File: config.mk
export PLATFORM = sky130hd
export DESIGN_NAME = lf_line_fill_ctrl
export DESIGN_NICKNAME = d
export VERILOG_FILES = /design/src/rtl/lf_pkg.sv /design/src/rtl/lf_strobe_sampler.sv /design/src/rtl/lf_fill_fsm.sv /design/src/rtl/lf_flush_ctrl.sv /design/src/rtl/lf_line_fill_ctrl.sv
export SDC_FILE = /design/constraint.sdc
export NUM_CORES = 1
export LEC_CHECK = 0
export CORE_AREA = 2 2 39 41
export DETAILED_ROUTE_END_ITERATION = 10
export DIE_AREA = 0 0 41 43
export SLEW_MARGIN = 20
export SYNTH_ARGS = -nofsm -noshare
export SYNTH_HDL_FRONTEND = slang
export SYNTH_HIERARCHICAL = 1
export SYNTH_SLANG_ARGS = --single-unit
export TNS_END_PERCENT = 30
File: constraint.sdc
create_clock -name clk -period 1.2 [get_ports clk]
set_input_delay 0.12 -clock clk [delete_from_list [all_inputs] [get_ports clk]]
set_output_delay 0.12 -clock clk [all_outputs]
set_load 0.03 [all_outputs]
File: src/rtl/lf_pkg.sv
package lf_pkg;

    typedef enum logic [0:0] {
        ST_IDLE = 1'b0,
        ST_BUSY = 1'b1
    } lf_state_e;

    typedef struct packed {
        logic arm;       // flush sampled low on the latest reset edge
        logic prev_low;  // flush sampled low on the previous edge
        logic inv;       // invalidate-all pulse
        logic test;      // three-state test mode flag
    } flush_state_t;

endpackage

File: src/rtl/lf_strobe_sampler.sv
module lf_strobe_sampler (
    input  logic clk,
    input  logic rst,
    input  logic ken_n_i,
    input  logic rdy_n_i,
    input  logic brdy_n_i,
    output logic ken_prev_o,
    output logic xfer_o
);

    logic ken_d, ken_q;

    always_comb begin
        ken_d = ~ken_n_i;
    end

    always_ff @(posedge clk) begin
        if (rst) ken_q <= 1'b0;
        else     ken_q <= ken_d;
    end

    // cache-enable level as seen one clock before the current edge
    assign ken_prev_o = ken_q;
    // either ready strobe completes one transfer
    assign xfer_o     = ~rdy_n_i | ~brdy_n_i;

endmodule

File: src/rtl/lf_fill_fsm.sv
module lf_fill_fsm #(
    parameter  int BEATS = 4,
    localparam int CNT_W = $clog2(BEATS)
) (
    input  logic             clk,
    input  logic             rst,
    input  logic             cyc_start_i,
    input  logic             cacheable_i,
    input  logic             xfer_i,
    input  logic             ken_prev_i,
    output logic             fill_o,
    output logic [CNT_W-1:0] cnt_o,
    output logic             commit_o
);
    import lf_pkg::*;

    localparam logic [CNT_W-1:0] LAST = CNT_W'(BEATS - 1);

    typedef struct packed {
        lf_state_e        st;
        logic             cacheable;
        logic             fill;
        logic [CNT_W-1:0] cnt;
        logic             commit;
    } fsm_t;

    fsm_t q, d;

    always_comb begin
        d        = q;
        d.commit = 1'b0;
        unique case (q.st)
            ST_IDLE: begin
                if (cyc_start_i) begin
                    d.st        = ST_BUSY;
                    d.cacheable = cacheable_i;
                    d.fill      = 1'b0;
                    d.cnt       = '0;
                end
            end
            ST_BUSY: begin
                if (xfer_i) begin
                    if (!q.fill) begin
                        if (q.cacheable && ken_prev_i) begin
                            d.fill = 1'b1;
                            d.cnt  = CNT_W'(1);
                        end else begin
                            d.st = ST_IDLE;
                        end
                    end else if (q.cnt == LAST) begin
                        d.st     = ST_IDLE;
                        d.fill   = 1'b0;
                        d.cnt    = '0;
                        d.commit = ken_prev_i;
                    end else begin
                        d.cnt = q.cnt + CNT_W'(1);
                    end
                end
            end
            default: d.st = ST_IDLE;
        endcase
    end

    always_ff @(posedge clk) begin
        if (rst) q <= '{st: ST_IDLE, cacheable: 1'b0, fill: 1'b0, cnt: '0, commit: 1'b0};
        else     q <= d;
    end

    assign fill_o   = q.fill;
    assign cnt_o    = q.cnt;
    assign commit_o = q.commit;

    a_r5_idle_count_zero: assert property (@(posedge clk) disable iff (rst)
        !q.fill |-> (q.cnt == '0));

    a_r6_commit_ends_fill: assert property (@(posedge clk) disable iff (rst)
        q.commit |-> ($past(q.fill) && !q.fill));

    a_r2_fill_needs_cacheable: assert property (@(posedge clk) disable iff (rst)
        $rose(q.fill) |-> q.cacheable);

    a_r3_single_no_commit: assert property (@(posedge clk) disable iff (rst)
        (q.st == ST_BUSY && !q.fill && xfer_i && !(q.cacheable && ken_prev_i))
        |=> (!q.commit && !q.fill));

    a_r10_idle_ignores_ready: assert property (@(posedge clk) disable iff (rst)
        (q.st == ST_IDLE && !cyc_start_i) |=> (!q.fill && q.cnt == '0));

endmodule

File: src/rtl/lf_flush_ctrl.sv
module lf_flush_ctrl (
    input  logic clk,
    input  logic rst,
    input  logic flush_n_i,
    output logic flush_inv_o,
    output logic test_mode_o
);
    import lf_pkg::*;

    flush_state_t q, d;

    always_comb begin
        d          = q;
        d.arm      = 1'b0;
        d.test     = q.test | q.arm;
        d.prev_low = ~flush_n_i;
        d.inv      = ~flush_n_i & ~q.prev_low;
    end

    // while reset is held, keep tracking the flush pin so the last
    // reset edge decides test mode
    always_ff @(posedge clk) begin
        if (rst) q <= '{arm: ~flush_n_i, prev_low: ~flush_n_i, inv: 1'b0, test: 1'b0};
        else     q <= d;
    end

    assign flush_inv_o = q.inv;
    assign test_mode_o = q.test;

    a_r7_single_pulse: assert property (@(posedge clk) disable iff (rst)
        q.inv |=> !q.inv);

    a_r9_test_sticky: assert property (@(posedge clk) disable iff (rst)
        q.test |=> q.test);

endmodule

File: src/rtl/lf_line_fill_ctrl.sv
module lf_line_fill_ctrl #(
    parameter  int BEATS = 4,
    localparam int CNT_W = $clog2(BEATS)
) (
    input  logic             clk,
    input  logic             rst,
    input  logic             cyc_start_i,
    input  logic             cacheable_i,
    input  logic             ken_n_i,
    input  logic             rdy_n_i,
    input  logic             brdy_n_i,
    input  logic             flush_n_i,
    output logic             fill_mode_o,
    output logic             commit_o,
    output logic [CNT_W-1:0] xfer_cnt_o,
    output logic             flush_inv_o,
    output logic             test_mode_o
);

    logic ken_prev;
    logic xfer;

    lf_strobe_sampler u_sampler (
        .clk       (clk),
        .rst       (rst),
        .ken_n_i   (ken_n_i),
        .rdy_n_i   (rdy_n_i),
        .brdy_n_i  (brdy_n_i),
        .ken_prev_o(ken_prev),
        .xfer_o    (xfer)
    );

    lf_fill_fsm #(.BEATS(BEATS)) u_fsm (
        .clk        (clk),
        .rst        (rst),
        .cyc_start_i(cyc_start_i),
        .cacheable_i(cacheable_i),
        .xfer_i     (xfer),
        .ken_prev_i (ken_prev),
        .fill_o     (fill_mode_o),
        .cnt_o      (xfer_cnt_o),
        .commit_o   (commit_o)
    );

    lf_flush_ctrl u_flush (
        .clk        (clk),
        .rst        (rst),
        .flush_n_i  (flush_n_i),
        .flush_inv_o(flush_inv_o),
        .test_mode_o(test_mode_o)
    );

    a_r8_flush_keeps_fill: assert property (@(posedge clk) disable iff (rst)
        (flush_inv_o && fill_mode_o && xfer_cnt_o != '0) |-> $stable(fill_mode_o));

endmodule

After elaboration in Yosys (flattened, before gate mapping)
Cells that the tools add are included.
{"block": "totals", "regBits": 11, "latchBits": 0, "ram_bits": 0, "rom_bits": 0, "out_inout_bits": 6, "elab_cells": 45, "memories": 0}
{"block": "op_classes", "n_addsub": 1, "n_mul": 0, "div": 0, "n_lt_le_gt_ge": 0, "eq_ne": 4, "shift": 0, "muxes": 13, "n_bitwise": 12, "reduce_logical": 5}
{"operator": "$not 1->1", "n": 9}
{"operator": "$mux 1", "n": 6}
{"operator": "$mux 3", "n": 2}
{"operator": "$pmux 3 s2", "n": 1}
{"operator": "$mux 5", "n": 1}
{"operator": "$reduce_or 5->1", "n": 1}
{"operator": "$mux 4", "n": 1}
{"operator": "$reduce_and 2->1", "n": 2}
{"operator": "$ne 3x3->1 const B", "n": 1}
{"operator": "$reduce_and 3->1", "n": 1}
{"operator": "$add 2x1->2 const B", "n": 1}
{"operator": "$eq 2x2->1 const B", "n": 1}
{"operator": "$mux 2", "n": 1}
{"operator": "$ne 2x1->1 const B", "n": 1}
{"operator": "$ne 2x2->1 const B", "n": 1}
{"operator": "$or 1x1->1", "n": 2}
{"operator": "$pmux 1 s2", "n": 1}
{"operator": "$and 1x1->1", "n": 1}
{"operator": "$logic_and 1x1->1", "n": 1}

Logic depth before layout (Yosys ltp)
{"block": "logic_depth", "ltp_word": 5, "ltp_mapped": 4, "mapped_depth_nobuf": 4}

Modules after synthesis
The synthesis kept the hierarchy.
{"module": "lf_fill_fsm", "instances": 1, "cells_each": 33, "area_per_inst_um2": 307.8, "seq_area_each_um2": 120.1}
{"module": "lf_flush_ctrl", "instances": 1, "cells_each": 8, "area_per_inst_um2": 110.1, "seq_area_each_um2": 80.1}
{"module": "lf_strobe_sampler", "instances": 1, "cells_each": 3, "area_per_inst_um2": 27.5, "seq_area_each_um2": 20.0}

Worst setup path after synthesis
No wires, ideal clock.
{"block": "synth_timing", "path_type": "register to register", "from": "register u_fsm.q (netlist bit u_fsm/fill_o)", "to": "register u_fsm/q[5] in the netlist's numbering", "setup_ns": 0.088, "arrival_time_ns": 1.165, "t_required_ns": 1.112, "setup_slack_ns": -0.053, "path_stages_with_launch": 4, "period_less_slack_ns": 1.253, "path_cell_list": "dfxtp_1 -> inv_2 -> mux2_4 -> a311oi_2"}
{"block": "synth_between", "elab_chain_len": 3}
{"element": "start: declaration", "line": "lf_fill_fsm.sv:27", "source": "fsm_t q, d;"}
{"element": "start signal: assignment", "line": "lf_fill_fsm.sv:65", "source": "if (rst) q <= '{st: ST_IDLE, cacheable: 1'b0, fill: 1'b0, cnt: '0, commit: 1'b0};"}
{"element": "$mux 1", "line": "lf_fill_fsm.sv:43", "source": "if (!q.fill) begin"}
{"element": "$mux 1", "line": "lf_fill_fsm.sv:42", "source": "if (xfer_i) begin"}
{"element": "$pmux 1 s2", "line": "lf_fill_fsm.sv:32", "source": "unique case (q.st)"}
No other way between the ends.
A chain may end at the register's enable or synchronous reset.

Worst setup path after layout
{"block": "layout_timing", "from": "register u_fsm.q (netlist bit u_fsm/cnt_o[0])", "to": "output xfer_cnt_o[0]"}
{"element": "end: declaration", "line": "lf_line_fill_ctrl.sv:15", "source": "output logic [CNT_W-1:0] xfer_cnt_o,"}
No word-level cell between the ends.

==> impl_metrics.xml <==
<?xml version="1.0" encoding="UTF-8"?>
<metrics>
  <group name="timing">
    <metric name="min_period_over_period" unit="%">94.9</metric>
    <metric name="final-hold-violation-count" unit="">0</metric>
    <metric name="period_needed" unit="ps">1140</metric>
    <metric name="maxSlewViolCount" unit="">0</metric>
    <metric name="rsz0062_at_grt" unit="">false</metric>
    <metric name="timing_worst_slew_pin_value" unit="ps">303</metric>
    <metric name="fin_hold_ws" unit="ps">380</metric>
    <metric name="finalClockSkew" unit="ps">0.429</metric>
    <metric name="finalSetupViolCount" unit="">0</metric>
    <metric name="fmax" unit="MHz">878</metric>
    <metric name="slew_headroom" unit="%">79.9</metric>
  </group>
  <group name="pwr">
    <metric name="total_leakage_power" unit="nW">0.278</metric>
    <metric name="power.ir.vdd_worst" unit="mV">0.748</metric>
    <metric name="power.density_cell_area" unit="nW/µm²">1150</metric>
  </group>
  <group name="setup_path">
    <metric name="timing.critical_path.slowest_stage_cell" unit="">sky130_fd_sc_hd__dlygate4sd2_1</metric>
    <metric name="path_max_fanout" unit="">4</metric>
    <metric name="worstPathBufferInverterCount" unit="">1</metric>
    <metric name="worst-setup-path-type" unit="">reg -&gt; out</metric>
    <metric name="crit_chain" unit="">dlygate4sd2_1</metric>
    <metric name="crit_arrival" unit="ps">1020</metric>
    <metric name="worstSetupEndpointType" unit="">output port</metric>
    <metric name="cp_delay_by_family_top" unit="">buffers and inverters</metric>
    <metric name="delay_contributed_by_the_slowest_stage_of_the_critical_path" unit="ps">400</metric>
    <metric name="crit_path_start_kind" unit="">register</metric>
    <metric name="timing.critical_path.required" unit="ps">1080</metric>
  </group>
  <group name="finish">
    <metric name="layout.nets" unit="">73</metric>
    <metric name="fillCellCount" unit="">139</metric>
    <metric name="mostFrequentLayoutCells" unit="">sky130_fd_sc_hd__dfxtp_1 (9), sky130_fd_sc_hd__clkdlybuf4s50_1 (7), sky130_fd_sc_hd__buf_4 (6), sky130_fd_sc_hd__dlygate4sd2_1 (4), sky130_fd_sc_hd__nand2_1 (4)</metric>
    <metric name="drive_above_1_share" unit="%">25.4</metric>
    <metric name="layoutNonFillerInstCount" unit="">79</metric>
    <metric name="antenna-diode-count" unit="">0</metric>
    <metric name="synthesis_to_finish_area_growth" unit="%">43.8</metric>
    <metric name="mostFrequentLayoutCell" unit="">sky130_fd_sc_hd__dfxtp_1</metric>
  </group>
  <group name="synthesis">
    <metric name="proportion_of_synthesized_chip_area_in_sequential_cells" unit="%">49.4</metric>
    <metric name="yosys_warnings" unit="">6</metric>
    <metric name="ys_types" unit="">23</metric>
    <metric name="netlist_instances" unit="">44</metric>
    <metric name="avgSynthCellArea" unit="µm²">10.1</metric>
    <metric name="synth-seq-cells" unit="">11</metric>
    <metric name="synth_top_cell_area_share" unit="%">49.4</metric>
    <metric name="post-synth-top-area-cell" unit="">sky130_fd_sc_hd__dfxtp_1</metric>
    <metric name="netlist_top_cells_area" unit="">sky130_fd_sc_hd__dfxtp_1 (49%), sky130_fd_sc_hd__mux2i_1 (4.5%), sky130_fd_sc_hd__o32ai_1 (3.9%), sky130_fd_sc_hd__a311oi_2 (3.4%), sky130_fd_sc_hd__buf_4 (3.4%)</metric>
    <metric name="synth_area" unit="µm²">445</metric>
    <metric name="postSynthNetCount" unit="">53</metric>
  </group>
  <group name="route">
    <metric name="drcViolationCount" unit="">0</metric>
    <metric name="post_drt_via_cell_ratio" unit="">4.57</metric>
    <metric name="firstDrtPassIters" unit="">2</metric>
    <metric name="totalWireLength" unit="µm">767</metric>
    <metric name="detail-route-antenna-nets" unit="">0</metric>
    <metric name="drt_first_iter_violations" unit="">3</metric>
    <metric name="route.detailed.wl_per_inst" unit="µm">9.71</metric>
    <metric name="vias" unit="">361</metric>
  </group>
  <group name="floorplanning">
    <metric name="initial_core_utilization" unit="%">32.2</metric>
    <metric name="core-area" unit="µm²">1380</metric>
    <metric name="die_height" unit="µm">43</metric>
    <metric name="core.rowCount" unit="">14</metric>
    <metric name="fp.dieArea" unit="µm²">1760</metric>
    <metric name="io_pins" unit="">14</metric>
    <metric name="die_x" unit="µm">41</metric>
  </group>
  <group name="placement">
    <metric name="gp_congestion" unit="">0.702</metric>
    <metric name="place.port_buffers" unit="">13</metric>
    <metric name="place_inst" unit="">75</metric>
    <metric name="place_hpwl" unit="µm">621</metric>
  </group>
  <group name="clock_network">
    <metric name="clock_pin_slew_on_the_worst_setup_and_hold_paths" unit="ps">70</metric>
    <metric name="cts_num_sinks" unit="">11</metric>
    <metric name="clock_latency" unit="ps">260</metric>
    <metric name="cts-htree-levels" unit="">1</metric>
    <metric name="cts_setup_buffers" unit="">0</metric>
    <metric name="cts.root.buffer_cell" unit="">sky130_fd_sc_hd__clkbuf_4</metric>
    <metric name="ctsLongestPathBuffers" unit="">2</metric>
    <metric name="cts-hold-fix-buffers" unit="">0</metric>
    <metric name="cts-buffers-inserted" unit="">3</metric>
    <metric name="cts_tree" unit="">yes</metric>
  </group>
  <group name="global_route">
    <metric name="grt_busiest_layer" unit="">met2</metric>
    <metric name="fraction_of_met2_tracks_used_by_global_routing" unit="%">15.3</metric>
    <metric name="grtUsageMet3" unit="%">5.24</metric>
    <metric name="grt_start_max_net_pins" unit="">7</metric>
    <metric name="vias_in_the_first_global_route" unit="">326</metric>
    <metric name="global_route.usage.total" unit="%">10.8</metric>
    <metric name="initial_antenna_violation_count" unit="">0</metric>
    <metric name="grt_pass1_wl" unit="mm">1.26</metric>
    <metric name="overflow" unit="">0</metric>
    <metric name="grtUsageMet1" unit="%">13.7</metric>
  </group>
  <group name="job">
    <metric name="timing.max_cap.violations" unit="">0</metric>
  </group>
  <group name="worst_hold_path">
    <metric name="hold_path_class" unit="">in -&gt; reg</metric>
  </group>
  <group name="outcome">
    <metric name="status" unit="">complete, no violations</metric>
  </group>
</metrics>
## path summary, 6_finish.rpt
path                                              to      startpoint  slack [ps]  depth (start not counted)
worst max-delay path                   xfer_cnt_o[0]  u_fsm/cnt_o[0]          60                          1
worst min-delay path            u_sampler/ken_prev_o         ken_n_i         380                          2
worst max register to register            u_fsm/q[5]  u_fsm/cnt_o[0]          90                          3
worst min register to register   u_flush/flush_inv_o    u_flush/q[2]         400                          1
## cell type report
| class | count | area (µm²) | area share, % |
|---|---|---|---|
| tap | 16 | 20.0 | 3.13 |
| timing repair buffer | 19 | 170 | 26.6 |
| inverter | 4 | 15.0 | 2.34 |
| multi-input combinational | 25 | 186 | 29.1 |
| sequential | 11 | 223 | 34.8 |
| clock buffer | 4 | 26.3 | 4.10 |
## where the power goes
part           internal [mW]  switching, mW
clock                  0.129          0.122
sequential             0.380        0.00868
combinational         0.0564         0.0395
total                  0.565          0.170
## layer usage
layer	wire length (µm)	up-vias
met5	0	-
li1	-	186
met2	348	11
met4	13	0
met3	59	2
met1	346	162
## timing repair
action / CTS / global route
endpoints found under the setup margin: 6 / 4
pin swaps: 0 / 1
gates resized for setup: 6 / 3
## Yosys cell counts
cell	number
sky130_fd_sc_hd__nand3_1	1
sky130_fd_sc_hd__clkbuf_1	1
sky130_fd_sc_hd__nor2b_1	2
sky130_fd_sc_hd__dfxtp_1	11
sky130_fd_sc_hd__nor3_2	1
sky130_fd_sc_hd__mux2i_1	2
sky130_fd_sc_hd__nand2b_1	1
sky130_fd_sc_hd__nor3_1	1
sky130_fd_sc_hd__mux2_4	1
sky130_fd_sc_hd__a311oi_2	1
sky130_fd_sc_hd__nor2_1	3
sky130_fd_sc_hd__o31ai_1	1
sky130_fd_sc_hd__inv_1	3
sky130_fd_sc_hd__buf_4	2
sky130_fd_sc_hd__o21ba_1	1
sky130_fd_sc_hd__a31oi_1	1
sky130_fd_sc_hd__ha_1	1
sky130_fd_sc_hd__inv_2	1
sky130_fd_sc_hd__nand3b_1	1
sky130_fd_sc_hd__a211o_2	1
sky130_fd_sc_hd__clkbuf_2	1
sky130_fd_sc_hd__o32ai_1	2
sky130_fd_sc_hd__nand2_1	4
## cell families after synthesis
| kind of cell | after synthesis | share of synthesized area [%] |
|---|---|---|
| buffers and inverters | 8 | 8.70 |
| and+or+nand+nor | 14 | 16.3 |
| adders and majority gates | 1 | 2.81 |
| muxes | 3 | 7.86 |
| AOI/OAI and AO/OA | 7 | 14.9 |
| DFF | 11 | 49.4 |
## state kept, by name (all words and copies together), names as in the netlist
signal	cells
u_fsm/fill_o	1
u_fsm/cnt_o	2
u_sampler/ken_prev_o	1
u_flush/flush_inv_o	1
u_fsm/q	2
u_fsm/commit_o	1
u_flush/test_mode_o	1
u_flush/q	2
## per-stage QoR
| step | util (%) | power, mW | setup WS, ps | TNS [ps] | area, µm² |
|---|---|---|---|---|---|
| 6_report | 46.3 | 0.735 | 60.6 | 0 | 641 |
| 5_1_grt | 46.3 | 0.772 | 9.10 | 0 | 641 |
| 4_1_cts | 46.0 | 0.747 | 4.37 | 0 | 637 |
| 3_5_place_dp | 44.7 | 0.497 | -87.1 | -159 | 618 |
| 3_3_place_gp | 44.7 | 0.496 | -91.5 | -139 | 618 |
| 2_1_floorplan | - | 0.443 | 75.4 | 0 | 447 |
Note: power is estimated with default switching activity, not from simulation.
